File: src/rtl/dcr_pkg.sv
package dcr_pkg;
  localparam logic [31:0] JUMP_ZERO   = 32'h2000_0000;
  localparam logic [9:0]  COMMIT_W    = 10'h020;   // byte 0x080
  localparam int          CNT_LSB     = 18;
  localparam int          CNT_W       = 11;

  localparam logic [2:0] HR_PUT  = 3'd0;
  localparam logic [2:0] HR_GET  = 3'd1;
  localparam logic [2:0] HR_STAT = 3'd2;
  localparam logic [2:0] HR_EMTH = 3'd3;
  localparam logic [2:0] HR_EDAT = 3'd4;

  typedef enum logic [1:0] {F_IDLE, F_REQ, F_DATA} fetch_st_t;

  typedef struct packed {
    logic [31:0] mthd;
    logic [31:0] data;
  } err_cap_t;
endpackage

File: src/rtl/dcr_host_regs.sv
module dcr_host_regs
  import dcr_pkg::*;
#(
  parameter int RING_AW = 10
) (
  input  logic               clk,
  input  logic               rst,
  input  logic               host_wr,
  input  logic               host_rd,
  input  logic [2:0]         host_addr,
  input  logic [31:0]        host_wdata,
  output logic [31:0]        host_rdata,
  input  logic [RING_AW-1:0] get_ptr,
  input  logic               err_set,
  input  err_cap_t           err_in,
  output logic [RING_AW-1:0] put_ptr,
  output logic               err_flag
);
  err_cap_t err_q;

  always_ff @(posedge clk) begin
    if (rst) begin
      put_ptr    <= '0;
      err_flag   <= 1'b0;
      err_q      <= '0;
      host_rdata <= '0;
    end else begin
      if (host_wr && host_addr == HR_PUT)
        put_ptr <= host_wdata[RING_AW+1:2];
      if (err_set) begin
        err_flag <= 1'b1;
        err_q    <= err_in;
      end else if (host_wr && host_addr == HR_STAT && host_wdata[0]) begin
        err_flag <= 1'b0;
      end
      if (host_rd) begin
        case (host_addr)
          HR_PUT:  host_rdata <= 32'({put_ptr, 2'b00});
          HR_GET:  host_rdata <= 32'({get_ptr, 2'b00});
          HR_STAT: host_rdata <= {31'b0, err_flag};
          HR_EMTH: host_rdata <= err_q.mthd;
          HR_EDAT: host_rdata <= err_q.data;
          default: host_rdata <= '0;
        endcase
      end
    end
  end
endmodule

File: src/rtl/dcr_fetch.sv
module dcr_fetch
  import dcr_pkg::*;
#(
  parameter int          RING_AW  = 10,
  parameter int          NREG     = 16,
  parameter logic [9:0]  STG_BASE = 10'h100,
  localparam int         IDXW     = $clog2(NREG)
) (
  input  logic               clk,
  input  logic               rst,
  input  logic [RING_AW-1:0] put_ptr,
  input  logic               err_flag,
  output logic               mem_rd_en,
  output logic [RING_AW-1:0] mem_rd_addr,
  input  logic [31:0]        mem_rd_data,
  output logic [RING_AW-1:0] get_ptr,
  output logic               err_set,
  output err_cap_t           err_out,
  output logic               stg_we,
  output logic [IDXW-1:0]    stg_idx,
  output logic [31:0]        stg_data,
  output logic               commit,
  output logic               mth_we,
  output logic [11:0]        mth_addr,
  output logic [31:0]        mth_data
);
  localparam logic [10:0] NREG_L = 11'(NREG);

  fetch_st_t         st;
  logic [CNT_W-1:0]  cnt;
  logic [9:0]        maddr;

  // decode of the word being consumed
  logic       consume, in_hdr, is_jump, hdr_bad, hdr_ok, stg_hit, dat_bad;
  logic [9:0] off;

  always_comb begin
    consume = (st == F_DATA);
    in_hdr  = (cnt == '0);
    off     = maddr - STG_BASE;
    is_jump = consume && in_hdr && (mem_rd_data == JUMP_ZERO);
    hdr_bad = consume && in_hdr && !is_jump && (mem_rd_data[31:29] != 3'b000);
    hdr_ok  = consume && in_hdr && (mem_rd_data[31:29] == 3'b000);
    commit  = consume && !in_hdr && (maddr == COMMIT_W);
    stg_hit = ({1'b0, off} < NREG_L);
    stg_we  = consume && !in_hdr && (maddr != COMMIT_W) && stg_hit;
    dat_bad = consume && !in_hdr && (maddr != COMMIT_W) && !stg_hit;
    stg_idx = off[IDXW-1:0];
    stg_data = mem_rd_data;
    err_set = hdr_bad || dat_bad;
    err_out.mthd = hdr_bad ? mem_rd_data : {20'b0, maddr, 2'b00};
    err_out.data = hdr_bad ? 32'b0 : mem_rd_data;
  end

  always_ff @(posedge clk) begin
    if (rst) begin
      st          <= F_IDLE;
      cnt         <= '0;
      maddr       <= '0;
      get_ptr     <= '0;
      mem_rd_en   <= 1'b0;
      mem_rd_addr <= '0;
      mth_we      <= 1'b0;
      mth_addr    <= '0;
      mth_data    <= '0;
    end else begin
      mth_we <= 1'b0;
      case (st)
        F_IDLE: begin
          if (!err_flag && get_ptr != put_ptr) begin
            mem_rd_en   <= 1'b1;
            mem_rd_addr <= get_ptr;
            st          <= F_REQ;
          end
        end
        F_REQ: begin
          mem_rd_en <= 1'b0;
          st        <= F_DATA;
        end
        default: begin
          st <= F_IDLE;
          if (is_jump) begin
            get_ptr <= '0;
          end else begin
            get_ptr <= get_ptr + 1'b1;
          end
          if (hdr_ok) begin
            cnt   <= mem_rd_data[CNT_LSB +: CNT_W];
            maddr <= mem_rd_data[11:2];
          end
          if (commit || stg_we) begin
            cnt      <= cnt - 1'b1;
            maddr    <= maddr + 1'b1;
            mth_we   <= 1'b1;
            mth_addr <= {maddr, 2'b00};
            mth_data <= mem_rd_data;
          end
          if (dat_bad) cnt <= '0;
        end
      endcase
    end
  end
endmodule

File: src/rtl/dcr_state_file.sv
module dcr_state_file #(
  parameter int  NREG = 16,
  localparam int IDXW = $clog2(NREG)
) (
  input  logic              clk,
  input  logic              rst,
  input  logic              stg_we,
  input  logic [IDXW-1:0]   stg_idx,
  input  logic [31:0]       stg_data,
  input  logic              commit,
  output logic [NREG*32-1:0] active_state
);
  for (genvar k = 0; k < NREG; k++) begin : g_reg
    logic [31:0] staged;
    always_ff @(posedge clk) begin
      if (rst) begin
        staged                 <= '0;
        active_state[k*32 +: 32] <= '0;
      end else begin
        if (stg_we && stg_idx == IDXW'(k)) staged <= stg_data;
        if (commit) active_state[k*32 +: 32] <= staged;
      end
    end
  end
endmodule

File: src/rtl/dcr_engine.sv
module dcr_engine
  import dcr_pkg::*;
#(
  parameter int         RING_AW  = 10,
  parameter int         NREG     = 16,
  parameter logic [9:0] STG_BASE = 10'h100
) (
  input  logic               clk,
  input  logic               rst,
  input  logic               host_wr,
  input  logic               host_rd,
  input  logic [2:0]         host_addr,
  input  logic [31:0]        host_wdata,
  output logic [31:0]        host_rdata,
  output logic               mem_rd_en,
  output logic [RING_AW-1:0] mem_rd_addr,
  input  logic [31:0]        mem_rd_data,
  output logic               mth_we,
  output logic [11:0]        mth_addr,
  output logic [31:0]        mth_data,
  output logic [NREG*32-1:0] active_state,
  output logic               err_irq
);
  localparam int IDXW = $clog2(NREG);

  logic [RING_AW-1:0] put_ptr, get_ptr;
  logic               err_flag, err_set, stg_we, commit;
  err_cap_t           err_cap;
  logic [IDXW-1:0]    stg_idx;
  logic [31:0]        stg_data;

  dcr_host_regs #(.RING_AW(RING_AW)) u_regs (
    .clk(clk), .rst(rst), .host_wr(host_wr), .host_rd(host_rd),
    .host_addr(host_addr), .host_wdata(host_wdata), .host_rdata(host_rdata),
    .get_ptr(get_ptr), .err_set(err_set), .err_in(err_cap),
    .put_ptr(put_ptr), .err_flag(err_flag)
  );

  dcr_fetch #(.RING_AW(RING_AW), .NREG(NREG), .STG_BASE(STG_BASE)) u_fetch (
    .clk(clk), .rst(rst), .put_ptr(put_ptr), .err_flag(err_flag),
    .mem_rd_en(mem_rd_en), .mem_rd_addr(mem_rd_addr), .mem_rd_data(mem_rd_data),
    .get_ptr(get_ptr), .err_set(err_set), .err_out(err_cap),
    .stg_we(stg_we), .stg_idx(stg_idx), .stg_data(stg_data), .commit(commit),
    .mth_we(mth_we), .mth_addr(mth_addr), .mth_data(mth_data)
  );

  dcr_state_file #(.NREG(NREG)) u_state (
    .clk(clk), .rst(rst), .stg_we(stg_we), .stg_idx(stg_idx),
    .stg_data(stg_data), .commit(commit), .active_state(active_state)
  );

  assign err_irq = err_flag;
endmodule

File: config.mk
export PLATFORM = sky130hd
export DESIGN_NAME = dcr_engine
export DESIGN_NICKNAME = d
export VERILOG_FILES = /design/src/rtl/dcr_pkg.sv /design/src/rtl/dcr_host_regs.sv /design/src/rtl/dcr_fetch.sv /design/src/rtl/dcr_state_file.sv /design/src/rtl/dcr_engine.sv
export SDC_FILE = /design/constraint.sdc
export NUM_CORES = 2
export LEC_CHECK = 0
export BUFFER_PORTS_ARGS = -buffer_cell sky130_fd_sc_hd__buf_2
export CAP_MARGIN = 15
export CORE_ASPECT_RATIO = 0.9
export CORE_MARGIN = 10
export CORE_UTILIZATION = 40
export DETAILED_ROUTE_END_ITERATION = 10
export PLACE_DENSITY_LB_ADDON = 0.3
export SYNTH_ARGS = -nofsm -noshare
export SYNTH_HDL_FRONTEND = slang
export SYNTH_SLANG_ARGS = --single-unit
export TNS_END_PERCENT = 20
File: constraint.sdc
create_clock -name clk -period 4.28 [get_ports clk]
set_clock_uncertainty 0.05 [all_clocks]
set_input_delay 0.428 -clock clk [delete_from_list [all_inputs] [get_ports clk]]
set_output_delay 0.428 -clock clk [all_outputs]
set_load 0.005 [all_outputs]
After elaboration in Yosys (flattened, before gate mapping)
Cells that the tools add are included.
W data, S select, Z words.
{ "word_totals": {"reg_bits": 1218, "wordCells": 147} }
{ "classes": {"n_reduce_logical": 53, "add_sub_neg": 4, "n_eq_ne": 26, "order_cmp": 1, "bitwise_logic": 1, "mux": 16} }
{ "op_table": {"columns": ["op", "count"], "rows": [
  ["$pmux W32 S5", 1],
  ["$mux W32", 2],
  ["$mux W11", 3],
  ["$eq A32 B30 Y1 const B", 1],
  ["$eq A4 B4 Y1 const B", 8],
  ["$logic_and A1 B1 Y1", 30],
  ["$mux W10", 3],
  ["$add A10 B1 Y10 const B", 2],
  ["$eq A4 B3 Y1 const B", 4],
  ["$logic_not A11 Y1", 1],
  ["$sub A11 B1 Y11 const B", 1],
  ["$eq A10 B6 Y1 const B", 1],
  ["$lt A10 B5 Y1 const B", 1],
  ["$ne A10 B10 Y1", 1],
  ["$ne A10 B6 Y1 const B", 1],
  ["$reduce_and A2 Y1", 5],
  ["$sub A10 B9 Y10 const B", 1],
  ["$eq A4 B2 Y1 const B", 2],
  ["$eq A3 B2 Y1 const B", 2],
  ["$logic_not A3 Y1", 2],
  ["$reduce_bool A2 Y1", 3],
  ["$reduce_bool A3 Y1", 2],
  ["$eq A4 B1 Y1 const B", 1],
  ["$logic_not A1 Y1", 4],
  ["15 further kinds", 19]
]} }

Longest topological paths before layout
{ "logic_depth": {"word_depth": 8, "depth_mapped": 11} }

Modules after synthesis
Synthesis repeated with hierarchy kept, for this count alone.
{ "unflattened": {"cells_unflattened": 4461, "hier_area_um2": 46992.6} }
{ "modules_own_cells": {"columns": ["module", "seq_area_each_um2", "cells_each", "n_inst", "area_per_inst_um2"], "rows": [
  ["dcr_state_file", 20499.7, 3421, 1, 37751.2],
  ["dcr_fetch", 1741.7, 598, 1, 4714.5],
  ["dcr_host_regs", 2142.1, 442, 1, 4526.8]
]} }

Worst setup path before layout
No wires, ideal clock.
{ "synth_path": {"kind": "reg-to-reg", "startpoint": "reg u_fetch.cnt[0]", "endpoint": "reg u_state.g_reg[14].staged[10]", "path_buffers": 4, "setup_slack_ns": 1.850, "arrival_time_ns": 2.247, "path_stages_with_launch": 12, "cell_sequence": "dfxtp_1 inv_1 ha_1 or3b_2 buf_2 o31a_1 buf_2 and4_1 clkbuf_1 clkbuf_1 nand2_1 a21oi_1"} }
{ "synth_via": {"elab_chain_len": 6} }
{ "synth_lines": {"columns": ["element", "line", "rtl"], "rows": [
  ["from (decl)", "dcr_fetch.sv:30", "logic [CNT_W-1:0] cnt;"],
  ["from (signal assigned)", "dcr_fetch.sv:88", "cnt <= mem_rd_data[CNT_LSB +: CNT_W];"],
  ["from (signal assigned)", "dcr_fetch.sv:92", "cnt <= cnt - 1'b1;"],
  ["$logic_not A11 Y1", "dcr_fetch.sv:39", "in_hdr = (cnt == '0);"],
  ["$logic_not A1 Y1", "dcr_fetch.sv:46", "stg_we = consume && !in_hdr && (maddr != COMMIT_W) && stg_hit;"],
  ["$logic_and A1 B1 Y1 (3 in series)", "dcr_fetch.sv:46", null],
  ["$logic_and A1 B1 Y1", "dcr_state_file.sv:20", "if (stg_we && stg_idx == IDXW'(k)) staged <= stg_data;"],
  ["to (signal assigned)", "dcr_state_file.sv:20", null],
  ["to (decl)", "dcr_state_file.sv:14", "logic [31:0] staged;"]
]} }
Every way passes these cells.
A chain may end at the register's enable or synchronous reset.

Final worst setup path
{ "layout_path": {"startpoint": "reg u_fetch.cnt[0]", "endpoint": "reg u_state.active_state[359]"} }
{ "layout_via": {"elab_chain_len": 4} }
{ "layout_lines": {"columns": ["element", "line", "rtl"], "rows": [
  ["$logic_not A11 Y1", "dcr_fetch.sv:39", null],
  ["$logic_not A1 Y1", "dcr_fetch.sv:44", "commit = consume && !in_hdr && (maddr == COMMIT_W);"],
  ["$logic_and A1 B1 Y1 (2 in series)", "dcr_fetch.sv:44", null],
  ["to (signal, indexed assignment)", "dcr_state_file.sv:21", "if (commit) active_state[k*32 +: 32] <= staged;"],
  ["to (decl)", "dcr_state_file.sv:11", "output logic [NREG*32-1:0] active_state"]
]} }
Every way passes these cells.

==> results.tsv <==
stage	metric	value	unit
status	outcome	complete, no violations	
sta	crit path time final	3464	ps
cells_and_area	fill count	10746	
worst_setup_path	CP top delay family	simple AND/OR/NAND/NOR gates	
min_path	Hold WC Path Type	input pin to flip-flop	
worst_setup_path	Crit Path Category	flip-flop to flip-flop	
logic_synthesis	synth warn	0	
clock_tree	CTS tree	done	
sta	Worst Tran Pin Value	1174	ps
logic_synthesis	Mapped Cells	5536	
cells_and_area	layout cells sized above 1	0.1612	
global_route	gr usage total	0.2443	
route	Via density	5.274	
worst_setup_path	R2R Setup Slk	820	ps
global_route	grt peak-use layer	met2	
sta	final max-slew violation count	0	
worst_setup_path	CP Launch Point	u_fetch.cnt[0]	
sta	crit share post-route	0.8092	
worst_setup_path	crit path DAT	4050	ps
worst_setup_path	Slowest cell on crit path	or3_4	
sta	slew margin rel.	0.2172	
floorplan	Starting Density	0.4043	
worst_setup_path	crit path buf inv count	3	
logic_synthesis	EDFF count, synth	0	
clock_tree	Post-CTS Hold Fix Bufs	10	
worst_setup_path	data required time of the worst path	4860	ps
logic_synthesis	fraction of registers with async set/reset	0	
route	average routed wire per standard cell	21.69	um
clock_tree	total CTS buffers	120	
placed_design	dpl hpwl	97710	um
clock_tree	Clk pin slew, worst setup/hold paths	60	ps
floorplan	Die W	370.9	um
floorplan	area of the core	109600	um^2
route	post-route ant nets	0	
worst_setup_path	crit-path max cell delay	650	ps
cells_and_area	Total Nets Final	6002	
job	Max Cap Viol	0	
clock_tree	setup bufs post-CTS	0	
clock_tree	post-CTS sizing	0	
worst_setup_path	FF-to-FF path depth	9	
worst_setup_path	CP cell instances	inv_1 -> ha_1 -> or3b_2 -> or3_4 -> nand4_1 -> buf_12 -> buf_4 -> nand2_1 -> a21oi_1	
placed_design	GPL Wtd Cong	0.8324	
floorplan	Die Y-Extent	335.8	um
logic_synthesis	synth unique cells	60	
sta	final setup violation count	0	
worst_setup_path	crit-path max FO	56	
worst_setup_path	Startpoint Class	flip-flop	
floorplan	io pins	672	
clock_tree	root buf cell	clkbuf_16	
sta	fin worst setup slack	816.4	ps
power_and_ir_drop	Max VDD drop	0.3369	mV
logic_synthesis	Post-Synthesis Mean Instance Area	8.007	um^2
clock_tree	clock tree buffer depth	3	
logic_synthesis	register area share after synthesis	0.5501	
sta	RSZ-0062 raised after global routing	false	
route	via count	39491	
worst_setup_path	Crit. End Element	flip-flop	
worst_setup_path	R2R Path Start	u_fetch.cnt[0]	
global_route	met2 usage	0.3829	
placed_design	Placement Setup Slack	859.6	ps
clock_tree	clock latency on the worst-skew pair	720	ps
sta	Final Hold Vio Count	0	
cells_and_area	most frequent cells in the layout	2219 x nand2_1, 1218 x dfxtp_1, 1151 x a21oi_1	
global_route	initial antenna violation count	2	
global_route	Global Route met3 Usage	0.05521	
route	post-route DRC violation count	0	
route	initial drt markers	4161	
worst_setup_path	crit path to	u_state.active_state[359]	
route	Pre-Repair DR Iteration Count	7	
global_route	Overflow after GRT	0	
sta	FMAX	0.2887	GHz
global_route	pin count of the biggest net entering global routing	172	
worst_setup_path	critical path depth	9	
power_and_ir_drop	PD cells	437.5	nW/um^2
worst_setup_path	FF-to-FF End	u_state.active_state[359]	
global_route	vias in the first global route	35498	
global_route	first-pass GRT wire length	232900	um
logic_synthesis	synthesized area	44330	um^2
route	Total Wirelength	162400	um
cells_and_area	Layout area overhead	17.09	%
cells_and_area	leading cell type in the layout, fill and taps excluded	nand2_1	
floorplan	Cell Rows	115	
power_and_ir_drop	P_leak	18.93	nW
clock_tree	H-Tree Depth	3	
logic_synthesis	Yosys reg bits	1218	
floorplan	die area	124600	um^2
global_route	met1 GRT Util	0.3162	
placed_design	I/O Buffers	648	
clock_tree	Clock Sinks	1218	
logic_synthesis	main flop type after synthesis	dfxtp_1	
sta	sum of negative setup slack	0	ps
## worst reg2reg max path: stages (launching register included)
cell     delay, ps
dfxtp_1        340
inv_1           80
ha_1           210
or3b_2         620
or3_4          660
nand4_1        330
buf_12         290
buf_4          570
nand2_1        110
a21oi_1        150
## flip-flops by register name (all words and copies together) (netlist names), 11 cells and up
name	cells
u_regs.host_rdata	32
u_state.g.staged	512
u_fetch.cnt	11
u_fetch.mth_data	32
u_state.active_state	512
u_regs.err_q	64
## area by class of cell
type | count | area [um^2] | area share
flip-flops and latches | 1218 | 24380 | 0.4698
inverters | 8 | 30.03 | 0.0005786
well taps | 1462 | 1829 | 0.03524
diodes | 4 | 10.01 | 0.0001929
clock inverters | 28 | 355.3 | 0.006846
repair buffers | 761 | 4402 | 0.08481
multi-input cells | 3816 | 17330 | 0.3339
clock buffers | 191 | 3561 | 0.06861
## worst min path at each step
stage	from	endpoint	slack, ps	cells past startpoint
floorplan	u_regs.err_q[0]	u_regs.err_q[0]	390	2
global placement	u_state.active_state[45]	u_state.active_state[45]	390	2
detailed placement	u_state.active_state[327]	u_state.active_state[327]	390	2
CTS	host_wdata[0]	u_regs.err_flag	50	4
global route	host_wdata[0]	u_regs.err_flag	150	4
finish	host_wdata[0]	u_regs.err_flag	100	4
## power breakdown
part | internal [mW] | switching (mW) | leakage, nW
Combinational | 0.159 | 0.639 | 7.22
Sequential | 11.4 | 0.0342 | 9.81
Clock | 5.94 | 4.56 | 1.90
## cells by family (layout without fill, tap and decap cells)
kind of cell,count (synthesis),in the layout,synth area share
mux,27,27,0.006407
other cells,1,6,0.00008460
simple gates,2473,2473,0.2239
buf+inv,503,988,0.06006
compound gates,1287,1287,0.1536
fa+ha+maj,6,6,0.001693
flops,1218,1218,0.5501
xor+xnor,21,21,0.004149
## stage by stage
| step | cell area (um^2) | power (mW) | utilization | std cells | hold WS [ps] |
|---|---|---|---|---|---|
| floorplan | 44330 | 12.06 | - | 5537 | 386.5 |
| global placement | 47860 | 12.44 | 0.4365 | 7254 | 385.4 |
| detailed placement | 47860 | 12.44 | 0.4365 | 7254 | 389.8 |
| CTS | 51870 | 22.85 | 0.4731 | 7483 | 53.78 |
| global route | 51890 | 23.31 | 0.4733 | 7484 | 147.3 |
| finish | 51900 | 22.71 | 0.4734 | 7488 | 98.65 |
## synth_stat cells, types with 3 or more instances
cell	n	area share
nand2_1	2219	0.19
dfxtp_1	1218	0.55
a21oi_1	1152	0.13
clkbuf_1	213	0.018
buf_2	136	0.015
nor2_1	76	0.0064
buf_6	70	0.018
buf_1	57	0.0048
a22oi_1	45	0.0076
a211oi_1	43	0.0073
nand3_1	31	0.0035
nand2b_1	29	0.0041
o2111ai_1	20	0.0040
nor3_1	19	0.0021
buf_4	16	0.0027
mux2i_1	16	0.0036
nand4_1	16	0.0023
and4_1	15	0.0030
nor4_1	14	0.0020
mux2_2	11	0.0028
xor2_1	11	0.0022
xnor2_1	10	0.0020
inv_1	8	0.00068
nand4_4	8	0.0038
o21ai_0	7	0.00079
and2_1	6	0.00085
ha_1	6	0.0017
a32oi_1	5	0.00099
and3_1	5	0.00071
nor3_2	4	0.00090
or3_1	4	0.00056
or4_1	4	0.00068
a31oi_1	3	0.00042
nor2b_1	3	0.00042
nor4_2	3	0.00085
nor4b_1	3	0.00059
o211ai_1	3	0.00051
## metal layers
metal	up-vias	share of wire
met5	-	0.000062
met4	2	0.048
met3	325	0.085
met2	1598	0.45
met1	18746	0.41
li1	18820	-
No activity file was read; power rests on OpenSTA's default activity.
